===== src/rtl/regspi_pkg.sv =====
package regspi_pkg;
  // Register indices on the bus.
  localparam int unsigned ADDR_W = 2;
  localparam logic [ADDR_W-1:0] ADR_CTRL = 2'd0;
  localparam logic [ADDR_W-1:0] ADR_STAT = 2'd1;
  localparam logic [ADDR_W-1:0] ADR_DATA = 2'd2;

  // Control bit positions (fixed layout).
  localparam int unsigned CB_ENA    = 0;
  localparam int unsigned CB_WIDE   = 2;
  localparam int unsigned CB_FULLIE = 5;
  localparam int unsigned CB_IDLEIE = 6;
  localparam int unsigned CB_CPHA   = 7;
  localparam int unsigned CB_CPOL   = 8;
  localparam int unsigned CB_DIV_LO = 9;

  // Status bit positions.
  localparam int unsigned SB_BUSY = 0;
  localparam int unsigned SB_FULL = 1;
endpackage


===== src/rtl/regspi_tick.sv =====
// Half-period timer: pulses once every (div+1) clocks while run is high.
module regspi_tick #(
  parameter int unsigned DIV_W = 7
) (
  input  logic             clk,
  input  logic             rst,
  input  logic             run,
  input  logic [DIV_W-1:0] div,
  output logic             tick
);
  logic [DIV_W-1:0] cnt_q;

  assign tick = run && (cnt_q == div);

  always_ff @(posedge clk) begin
    if (rst || !run) begin
      cnt_q <= '0;
    end else if (tick) begin
      cnt_q <= '0;
    end else begin
      cnt_q <= cnt_q + DIV_W'(1);
    end
  end
endmodule


===== src/rtl/regspi_shift.sv =====
// Shift engine: latches mode at start, walks 2*N clock edges.
module regspi_shift #(
  parameter int unsigned REG_W = 16,
  parameter int unsigned DIV_W = 7
) (
  input  logic             clk,
  input  logic             rst,
  input  logic             start,
  input  logic             wide_i,
  input  logic             cpol_i,
  input  logic             cpha_i,
  input  logic [DIV_W-1:0] div_i,
  input  logic [REG_W-1:0] tx_i,
  input  logic             miso_i,
  input  logic             tick_i,
  output logic             busy_o,
  output logic             done_o,
  output logic [REG_W-1:0] rx_word_o,
  output logic             sclk_o,
  output logic             mosi_o,
  output logic [DIV_W-1:0] div_o,
  output logic             cpol_o
);
  localparam int unsigned HALF_W = REG_W / 2;
  localparam int unsigned EDGE_W = $clog2(2 * REG_W);
  localparam logic [EDGE_W-1:0] LAST_WIDE = EDGE_W'(2 * REG_W - 1);
  localparam logic [EDGE_W-1:0] LAST_HALF = EDGE_W'(2 * HALF_W - 1);

  logic             busy_q, wide_q, cpha_q, cpol_q, sclk_q;
  logic [DIV_W-1:0] div_q;
  logic [REG_W-1:0] tx_q, rx_q, rx_next;
  logic [EDGE_W-1:0] edge_q;
  logic             lead, sample, shift_en, last;

  // Even edge index = leading edge of a bit.
  assign lead     = ~edge_q[0];
  assign sample   = lead ^ cpha_q;
  assign shift_en = ~sample && (edge_q != '0);
  assign last     = edge_q == (wide_q ? LAST_WIDE : LAST_HALF);
  assign rx_next  = sample ? {rx_q[REG_W-2:0], miso_i} : rx_q;

  assign done_o = busy_q & tick_i & last;
  assign busy_o = busy_q;
  assign sclk_o = sclk_q;
  assign mosi_o = tx_q[REG_W-1];
  assign div_o  = div_q;
  assign cpol_o = cpol_q;

  always_comb begin
    if (wide_q) rx_word_o = rx_next;
    else        rx_word_o = {{(REG_W-HALF_W){1'b0}}, rx_next[HALF_W-1:0]};
  end

  always_ff @(posedge clk) begin
    if (rst) begin
      busy_q <= 1'b0;
      wide_q <= 1'b0;
      cpha_q <= 1'b0;
      cpol_q <= 1'b0;
      sclk_q <= 1'b0;
      div_q  <= '0;
      tx_q   <= '0;
      rx_q   <= '0;
      edge_q <= '0;
    end else if (!busy_q) begin
      sclk_q <= cpol_i;
      if (start) begin
        busy_q <= 1'b1;
        wide_q <= wide_i;
        cpha_q <= cpha_i;
        cpol_q <= cpol_i;
        div_q  <= div_i;
        edge_q <= '0;
        rx_q   <= '0;
        tx_q   <= wide_i ? tx_i : {tx_i[HALF_W-1:0], {HALF_W{1'b0}}};
      end else begin
        tx_q <= '0;
      end
    end else if (tick_i) begin
      sclk_q <= ~sclk_q;
      edge_q <= edge_q + EDGE_W'(1);
      rx_q   <= rx_next;
      if (shift_en) tx_q <= {tx_q[REG_W-2:0], 1'b0};
      if (last) busy_q <= 1'b0;
    end
  end
endmodule


===== src/rtl/regspi_irq.sv =====
// Registered interrupt combiner, gated by the block enable.
module regspi_irq (
  input  logic clk,
  input  logic rst,
  input  logic ena,
  input  logic idle_ie,
  input  logic full_ie,
  input  logic busy,
  input  logic full,
  output logic irq_o
);
  always_ff @(posedge clk) begin
    if (rst) irq_o <= 1'b0;
    else     irq_o <= ena & ((idle_ie & ~busy) | (full_ie & full));
  end
endmodule


===== src/rtl/regspi_master.sv =====
module regspi_master
  import regspi_pkg::*;
#(
  parameter int unsigned REG_W = 16
) (
  input  logic              clk,
  input  logic              rst,
  input  logic              bus_en,
  input  logic              bus_we,
  input  logic [ADDR_W-1:0] bus_addr,
  input  logic [REG_W-1:0]  bus_wdata,
  output logic [REG_W-1:0]  bus_rdata,
  output logic              spi_sclk,
  output logic              spi_mosi,
  input  logic              spi_miso,
  output logic              irq
);
  localparam int unsigned DIV_W = REG_W - CB_DIV_LO;

  logic [REG_W-1:0] ctrl_q, data_q, status_w, rx_word;
  logic             full_q;
  logic             ena, busy, done, tick, cpol_lat;
  logic [DIV_W-1:0] div_lat;
  logic             wr_ctrl, wr_stat, wr_data, rd_data, start;

  assign wr_ctrl = bus_en &  bus_we & (bus_addr == ADR_CTRL);
  assign wr_stat = bus_en &  bus_we & (bus_addr == ADR_STAT);
  assign wr_data = bus_en &  bus_we & (bus_addr == ADR_DATA);
  assign rd_data = bus_en & ~bus_we & (bus_addr == ADR_DATA);
  assign ena     = ctrl_q[CB_ENA];
  assign start   = wr_data & ena & ~busy;

  always_comb begin
    status_w          = '0;
    status_w[SB_BUSY] = busy;
    status_w[SB_FULL] = full_q;
  end

  always_ff @(posedge clk) begin
    if (rst) begin
      ctrl_q    <= '0;
      data_q    <= '0;
      full_q    <= 1'b0;
      bus_rdata <= '0;
    end else begin
      if (wr_ctrl) ctrl_q <= bus_wdata;
      if (done) begin
        data_q <= rx_word;
        full_q <= 1'b1;
      end else if (rd_data) begin
        full_q <= 1'b0;
      end
      bus_rdata <= '0;
      if (bus_en && !bus_we) begin
        case (bus_addr)
          ADR_CTRL: bus_rdata <= ctrl_q;
          ADR_STAT: bus_rdata <= status_w;
          ADR_DATA: bus_rdata <= data_q;
          default:  bus_rdata <= '0;
        endcase
      end
    end
  end

  regspi_tick #(.DIV_W(DIV_W)) u_tick (
    .clk  (clk),
    .rst  (rst),
    .run  (busy),
    .div  (div_lat),
    .tick (tick)
  );

  regspi_shift #(.REG_W(REG_W), .DIV_W(DIV_W)) u_shift (
    .clk       (clk),
    .rst       (rst),
    .start     (start),
    .wide_i    (ctrl_q[CB_WIDE]),
    .cpol_i    (ctrl_q[CB_CPOL]),
    .cpha_i    (ctrl_q[CB_CPHA]),
    .div_i     (ctrl_q[REG_W-1:CB_DIV_LO]),
    .tx_i      (bus_wdata),
    .miso_i    (spi_miso),
    .tick_i    (tick),
    .busy_o    (busy),
    .done_o    (done),
    .rx_word_o (rx_word),
    .sclk_o    (spi_sclk),
    .mosi_o    (spi_mosi),
    .div_o     (div_lat),
    .cpol_o    (cpol_lat)
  );

  regspi_irq u_irq (
    .clk     (clk),
    .rst     (rst),
    .ena     (ena),
    .idle_ie (ctrl_q[CB_IDLEIE]),
    .full_ie (ctrl_q[CB_FULLIE]),
    .busy    (busy),
    .full    (full_q),
    .irq_o   (irq)
  );
endmodule


===== config.mk =====
export PLATFORM = sky130hd
export DESIGN_NAME = regspi_master
export DESIGN_NICKNAME = d
export VERILOG_FILES = /design/src/rtl/regspi_pkg.sv /design/src/rtl/regspi_tick.sv /design/src/rtl/regspi_shift.sv /design/src/rtl/regspi_irq.sv /design/src/rtl/regspi_master.sv
export SDC_FILE = /design/constraint.sdc
export NUM_CORES = 1
export LEC_CHECK = 0
export BUFFER_PORTS_ARGS = -buffer_cell sky130_fd_sc_hd__buf_2
export CAP_MARGIN = 0
export CORE_ASPECT_RATIO = 2
export CORE_MARGIN = 2
export CORE_UTILIZATION = 55
export CTS_CLUSTER_DIAMETER = 60
export DETAILED_ROUTE_END_ITERATION = 10
export GPL_TIMING_DRIVEN = 1
export PLACE_DENSITY = 0.74
export SLEW_MARGIN = 20
export SYNTH_ARGS = -nofsm -noshare
export SYNTH_HDL_FRONTEND = slang
export SYNTH_SLANG_ARGS = --single-unit

===== constraint.sdc =====
create_clock -name clk -period 4.5 [get_ports clk]
set_input_delay 0.45 -clock clk [delete_from_list [all_inputs] [get_ports clk]]
set_output_delay 0.45 -clock clk [all_outputs]
set_load 0.1 [all_outputs]

==> impl_metrics.toml, run 1 <==
[power_and_ir_drop]
p_switching_w = 0.0003748
pwr-share-seq = 0.541
p_int_w = 0.001356
peakVddDrop_mv = 0.3196
power.total_w = 0.001731
power_leakage_nw = 1.925
netSwitchingFraction = 0.2166
powerDensity_mw_per_mm2 = 325.8
combPwrFrac = 0.036
clkPwrFrac = 0.423

[critical_path]
path_cells = "xnor2_1 -> nand4_1 -> buf_4 -> or4_1 -> a22o_1"
endpoint_kind = "flop"
start_kind = "flop"
crit_family = "simple AND/OR/NAND/NOR gates"
cp_slowest_cell = "or4_1"
crit_required_ps = 4740
critPathArrivalTime_ps = 2950
slowest_delay_ps = 830
path_class = "flop to flop"
path_buf_inv = 1
path_max_fanout = 15

[timing]
hold_viol = 0
period_share = 0.6008
fin_crit_ps = 2704
finalSetupTns_ps = 0
setup_viol = 0
finalClockSkew_ps = 6.428
slew_violations = 0
rsz0062_at_grt = "no"
clock.fmax_ghz = 0.3699
worst_slack_ps = 1796
slew_headroom = 0.2887
worst_slew_pin_slew_ps = 1064

[placed_design]
pre_cts_slack_ps = 1655
port-buffer-count = 41
placedCellCount = 648
hpwl_um = 7913
place_congestion = 0.8737

[synth]
synthArstFlopShare = 0
synth_xor_area_frac = 0.03101
synthCells = 547
synth_seq_area_share = 0.4341
ys_types = 48
synth_top_family_by_area = "simple AND/OR/NAND/NOR gates"
synth_top_area_frac = 0.4341
avgSynthCellArea_sq_um = 8.852
yosysWarnings = 0
synth_flop_cell = "dfxtp_1"
synth_mux_area_frac = 0.1274
synthAdderAreaFrac = 0.007752
synth_edf_count = 0
ys_ff_latch = 105
synth.area.top_cells = "dfxtp_1 43%, nand2_1 7.3%, mux2i_1 6.6%, a21oi_1 5.1%, mux2_4 3.1%"
synth-simple-area-share = 0.1938
synth_top_area_cell = "dfxtp_1"
synth_fp_nets = 573
synth.cell_area_sq_mm = 0.004842
synth_compound_area_frac = 0.1618

[layout]
fillers = 757
insertedDiodeCount = 0
postLayoutCoreUtil = 0.6184
layout.nets = 585
syn_to_final_growth_pct = 9.690
drive_above_1_share = 0.1578
final_cells = 664

[die]
start_util = 0.5638
placementRows = 48
die_area_sq_mm = 0.009616
dieWidth_um = 70.35
core_area_sq_mm = 0.008588
dieHeight_um = 136.7
ios = 42

[cts]
cts_buffers = 9
cts_root_buf = "clkbuf_16"
clkTransAtPathRegs_ps = 70
htreeDepth = 3
cts_tree = "built"
cts.repair.resized = 0
clk_latency_ps = 350
cts_buffer_depth = 2
cts.hold.buffers_added = 0
cts_setup_buffers = 0
cts.sinks = 105

[route]
via_per_inst = 6.005
dr.pass1.iters = 4
routed_wl_um = 11140
ant_nets = 0
drc = 0
drt_iter0_drc = 285
detail_route.wl_per_cell_um = 16.78
num_vias = 3987

[grt]
grt_overflow_total = 0
antenna_found_initial = 0
grt_max_degree = 57
grt_pass1_vias = 3883
grtUsageTotal = 0.2388
grt_pass1_wl_um = 18220

[status]
outcome = "finished, final reports clean"

[min_path]
worstHoldPathType = "input pin to flop"

[flow_run]
cap_violations = 0
==> worst paths after layout <==
check / from / end / slack, ps / cells after the start
setup / recovery: u_tick.cnt_q[3] / u_shift.busy_o / 1800 / 5
setup reg to reg: u_tick.cnt_q[3] / u_shift.busy_o / 1800 / 5
hold / removal: bus_wdata[12] / ctrl_q[12] / 360 / 3
hold reg to reg: ctrl_q[1] / ctrl_q[1] / 460 / 2
==> sequential cells by signal, summed over array words and instances (netlist names) <==
register and flops:
u_shift.cpha_q 1, u_shift.busy_o 1, u_shift.div_o 7, ctrl_q 16, u_shift.rx_q 16, data_q 16
full_q 1, u_shift.edge_q 5, u_shift.sclk_o 1, bus_rdata 16, u_irq.irq_o 1, u_shift.wide_q 1
u_tick.cnt_q 7, u_shift.tx_q 16
==> final cells by class <==
class / count / area, sq um / area share
clock inverter: 3 / 15.01 / 0.002827
sequential: 105 / 2102 / 0.3958
multi-input combinational: 389 / 2532 / 0.4768
clock buffer: 13 / 260.3 / 0.04900
timing repair buffer: 47 / 250.2 / 0.04711
tap: 100 / 125.1 / 0.02356
inverter: 7 / 26.28 / 0.004947
==> cell usage in the layout, fill, tap and decap left out, types with 4 or more instances in the layout <==
| cell type | n |
|---|---|
| o32ai_1 | 8 |
| o31a_1 | 4 |
| a21o_1 | 8 |
| buf_4 | 6 |
| nand4_1 | 10 |
| or4_1 | 4 |
| mux2_4 | 10 |
| a32oi_1 | 8 |
| inv_1 | 7 |
| dfxtp_1 | 105 |
| a211o_1 | 4 |
| mux2i_1 | 32 |
| nand2_1 | 94 |
| nand3_1 | 8 |
| clkbuf_16 | 9 |
| nor2_1 | 37 |
| or3_1 | 10 |
| o211a_1 | 4 |
| buf_2 | 41 |
| xnor2_1 | 11 |
| mux2_2 | 13 |
| a21oi_1 | 49 |
| o211ai_1 | 15 |
| nor3_1 | 8 |
| nor2b_1 | 16 |
==> synth_stat cells (6+ instances only) <==
cell type,number
a21o_1,8
a21oi_1,49
a32oi_1,8
buf_1,8
buf_2,6
clkbuf_1,31
dfxtp_1,105
inv_1,7
mux2_2,13
mux2_4,10
mux2i_1,32
nand2_1,94
nand3_1,8
nand4_1,10
nor2_1,37
nor2b_1,16
nor3_1,8
o211ai_1,15
o32ai_1,8
or3_1,10
xnor2_1,11
==> through the flow <==
stage	instance area [sq um]	hold WS (ps)
after floorplan	4842	435.7
after global placement	5036	445.4
after detailed placement	5036	452.5
after CTS	5311	347.2
after global routing	5311	357.4
final	5311	359.7
==> power groups by stage <==
stage	clock, W	combinational [W]	sequential (W)
CTS	0.000743	0.0000621	0.000936
global placement	0	0.0000608	0.000957
global route	0.000772	0.0000677	0.000936
detailed placement	0	0.0000619	0.000957
finish	0.000732	0.0000628	0.000936
floorplan	0	0.0000405	0.000957
==> cells by family after synthesis <==
kind of cell	count (synthesis)
simple gates	201
compound gates	115
flops	105
mux	55
buf+inv	53
xor+xnor	15
fa+ha+maj	3
==> metal layers <==
metal / wire, um / GRT usage
met3: 368 / 0.03829
met1: 4349 / 0.2634
met5: 0 / 0
met2: 5927 / 0.4256
met4: 493 / 0.1389
==> worst reg2reg max path: stages, from the launching register on <==
cell	delay (ps)
dfxtp_1	410
xnor2_1	160
nand4_1	490
buf_4	400
or4_1	830
a22o_1	310
Power figures use the tool's default switching activity.
==> run 2: changes to the inputs <==
clock period = 2.51 ns   (was 4.5 ns; I/O delays follow)
==> run 2 against run 1 <==
Net effect:
- design area up 1.5%
- register-to-register slack lost 1400 ps
- first-iteration DRC count up 14%
- clock skew increased by 1.9 ps
- sequential power is 79% higher
- non-clock buffer count grew 9
- worst setup slack worse by 1400 ps
- cell count grew 1.4%
- die area unchanged
- critical path depth decreased by 1
- clock-buffer cell count is 2 lower
- critical endpoint unchanged
- largest cell class unchanged
==> impl_metrics.toml, run 2 (same netlist as run 1, synthesis figures left out) <==
[critical_path]
path_max_fanout = 10
path_buf_inv = 0
start_kind = "flop"
crit_family = "simple AND/OR/NAND/NOR gates"
cp_slowest_cell = "or4_1"
worstReg2RegStart = "u_shift.edge_q[0]"
path_cells = "ha_1 -> nand3_1 -> or4_1 -> a22o_1"
rr_worst_depth = 4
endpoint_kind = "flop"
slowest_delay_ps = 810
critPathArrivalTime_ps = 2390
rrSetupSlack_ps = 350
r2r-end = "u_shift.busy_o"
path_class = "flop to flop"
crit_required_ps = 2740

[layout]
drive_above_1_share = 0.1710
final_cell_mix = "105 x dfxtp_1, 94 x nand2_1, 49 x a21oi_1"
final-seq-area_sq_mm = 0.002102
layout.nets = 594
fillers = 761
postLayoutCoreUtil = 0.6279
multi_input_area_sq_mm = 0.002532
syn_to_final_growth_pct = 11.37
layout_commonest_cell = "dfxtp_1"
final_cells = 673
insertedDiodeCount = 0

[timing]
slew_headroom = 0.4863
hold-worst-slack_ps = 154.1
rsz0062_at_grt = "no"
finalClockSkew_ps = 8.292
worst_slew_pin_slew_ps = 769.7
clock.fmax_ghz = 0.4639
finalSetupTns_ps = 0
hold_viol = 0
setup_viol = 0
fin_crit_ps = 2156
period_share = 0.8588
slew_violations = 0

[cts]
cts_root_buf = "clkbuf_16"
cts.repair.resized = 0
cts_setup_buffers = 0
htreeDepth = 3
cts_buffer_depth = 2
clkTransAtPathRegs_ps = 60
clk_latency_ps = 350
cts.hold.buffers_added = 0
cts_buffers = 9
cts_tree = "built"
cts.sinks = 105

[route]
num_vias = 4037
ant_nets = 0
detail_route.wl_per_cell_um = 16.93
drt_iter0_drc = 324
via_per_inst = 5.999
routed_wl_um = 11390
drc = 0
dr.pass1.iters = 5

[grt]
grt_overflow_total = 0
grt_pass1_wl_um = 19010
antenna_found_initial = 0
grt_max_degree = 58
grtUsageTotal = 0.2487
grt_pass1_vias = 4035

[min_path]
worstHoldPathType = "input pin to flop"
min_to = "ctrl_q[8]"
min_from = "bus_wdata[8]"
min_path_cells = 3

[placed_design]
port-buffer-count = 41
hpwl_um = 8292
placedCellCount = 657
place_congestion = 0.8456

[die]
dieHeight_um = 136.7
start_util = 0.5638
dieWidth_um = 70.35
die_area_sq_mm = 0.009616
core_area_sq_mm = 0.008588
ios = 42
placementRows = 48

[power_and_ir_drop]
peakVddDrop_mv = 0.5045
power_leakage_nw = 1.970
powerDensity_mw_per_mm2 = 588.9

[status]
outcome = "finished, final reports clean"

[flow_run]
cap_violations = 0
-- run 2: cell count changes in the layout (fill, tap and decap cells not counted), sizes merged --
cell      previous run  this run
clkbuf              13        11
bufinv               0         1
clkinvlp             0         1
buf                 47        56
-- run 2: final cells by class --
cell class,count,share of cell area
Multi-Input combinational cell,389,0.4696
Sequential cell,105,0.3898
Timing Repair Buffer,56,0.05893
Clock buffer,11,0.04316
Tap cell,100,0.02320
Clock inverter,5,0.01044
Inverter,7,0.004872
-- run 2: how the worst max path moves through the flow --
stage / from / endpoint / slack, ps / cells after the start
final: u_shift.edge_q[0] / u_shift.busy_o / 350 / 4
after global routing: u_shift.edge_q[0] / u_shift.busy_o / 240 / 4
after CTS: u_shift.edge_q[0] / u_shift.busy_o / 360 / 4
after detailed placement: u_shift.edge_q[0] / u_shift.busy_o / 380 / 4
after global placement: u_shift.edge_q[0] / u_shift.busy_o / 420 / 4
after floorplan: u_shift.edge_q[0] / u_shift.busy_o / 690 / 5
-- run 2: metal layers --
metal,vias to the layer above,track usage,share of wire
met5,-,0,0
met4,0,0.1250,0.038
met3,29,0.04197,0.029
met2,98,0.4607,0.55
met1,1941,0.2660,0.39
li1,1969,-,-
-- run 2: through the flow --
stage	total power [W]	worst slack (ps)	instance area [sq um]
floorplan	0.001789	685.1	4842
finish	0.003176	354.3	5393
global route	0.003268	236.3	5393
CTS	0.003187	355.7	5393
global placement	0.001834	424.5	5104
detailed placement	0.001835	381.3	5104
-- run 2: power by group --
group	switching [W]	leakage, nW	internal (W)
combinational	0.0000810	0.984	0.0000403
clock	0.000604	0.139	0.000772
sequential	0.00000644	0.846	0.00167
-- run 2: tightest hold or removal path: stages --
cell and delay [ps]:
buf_2 100, nand2_1 50, a21oi_1 50
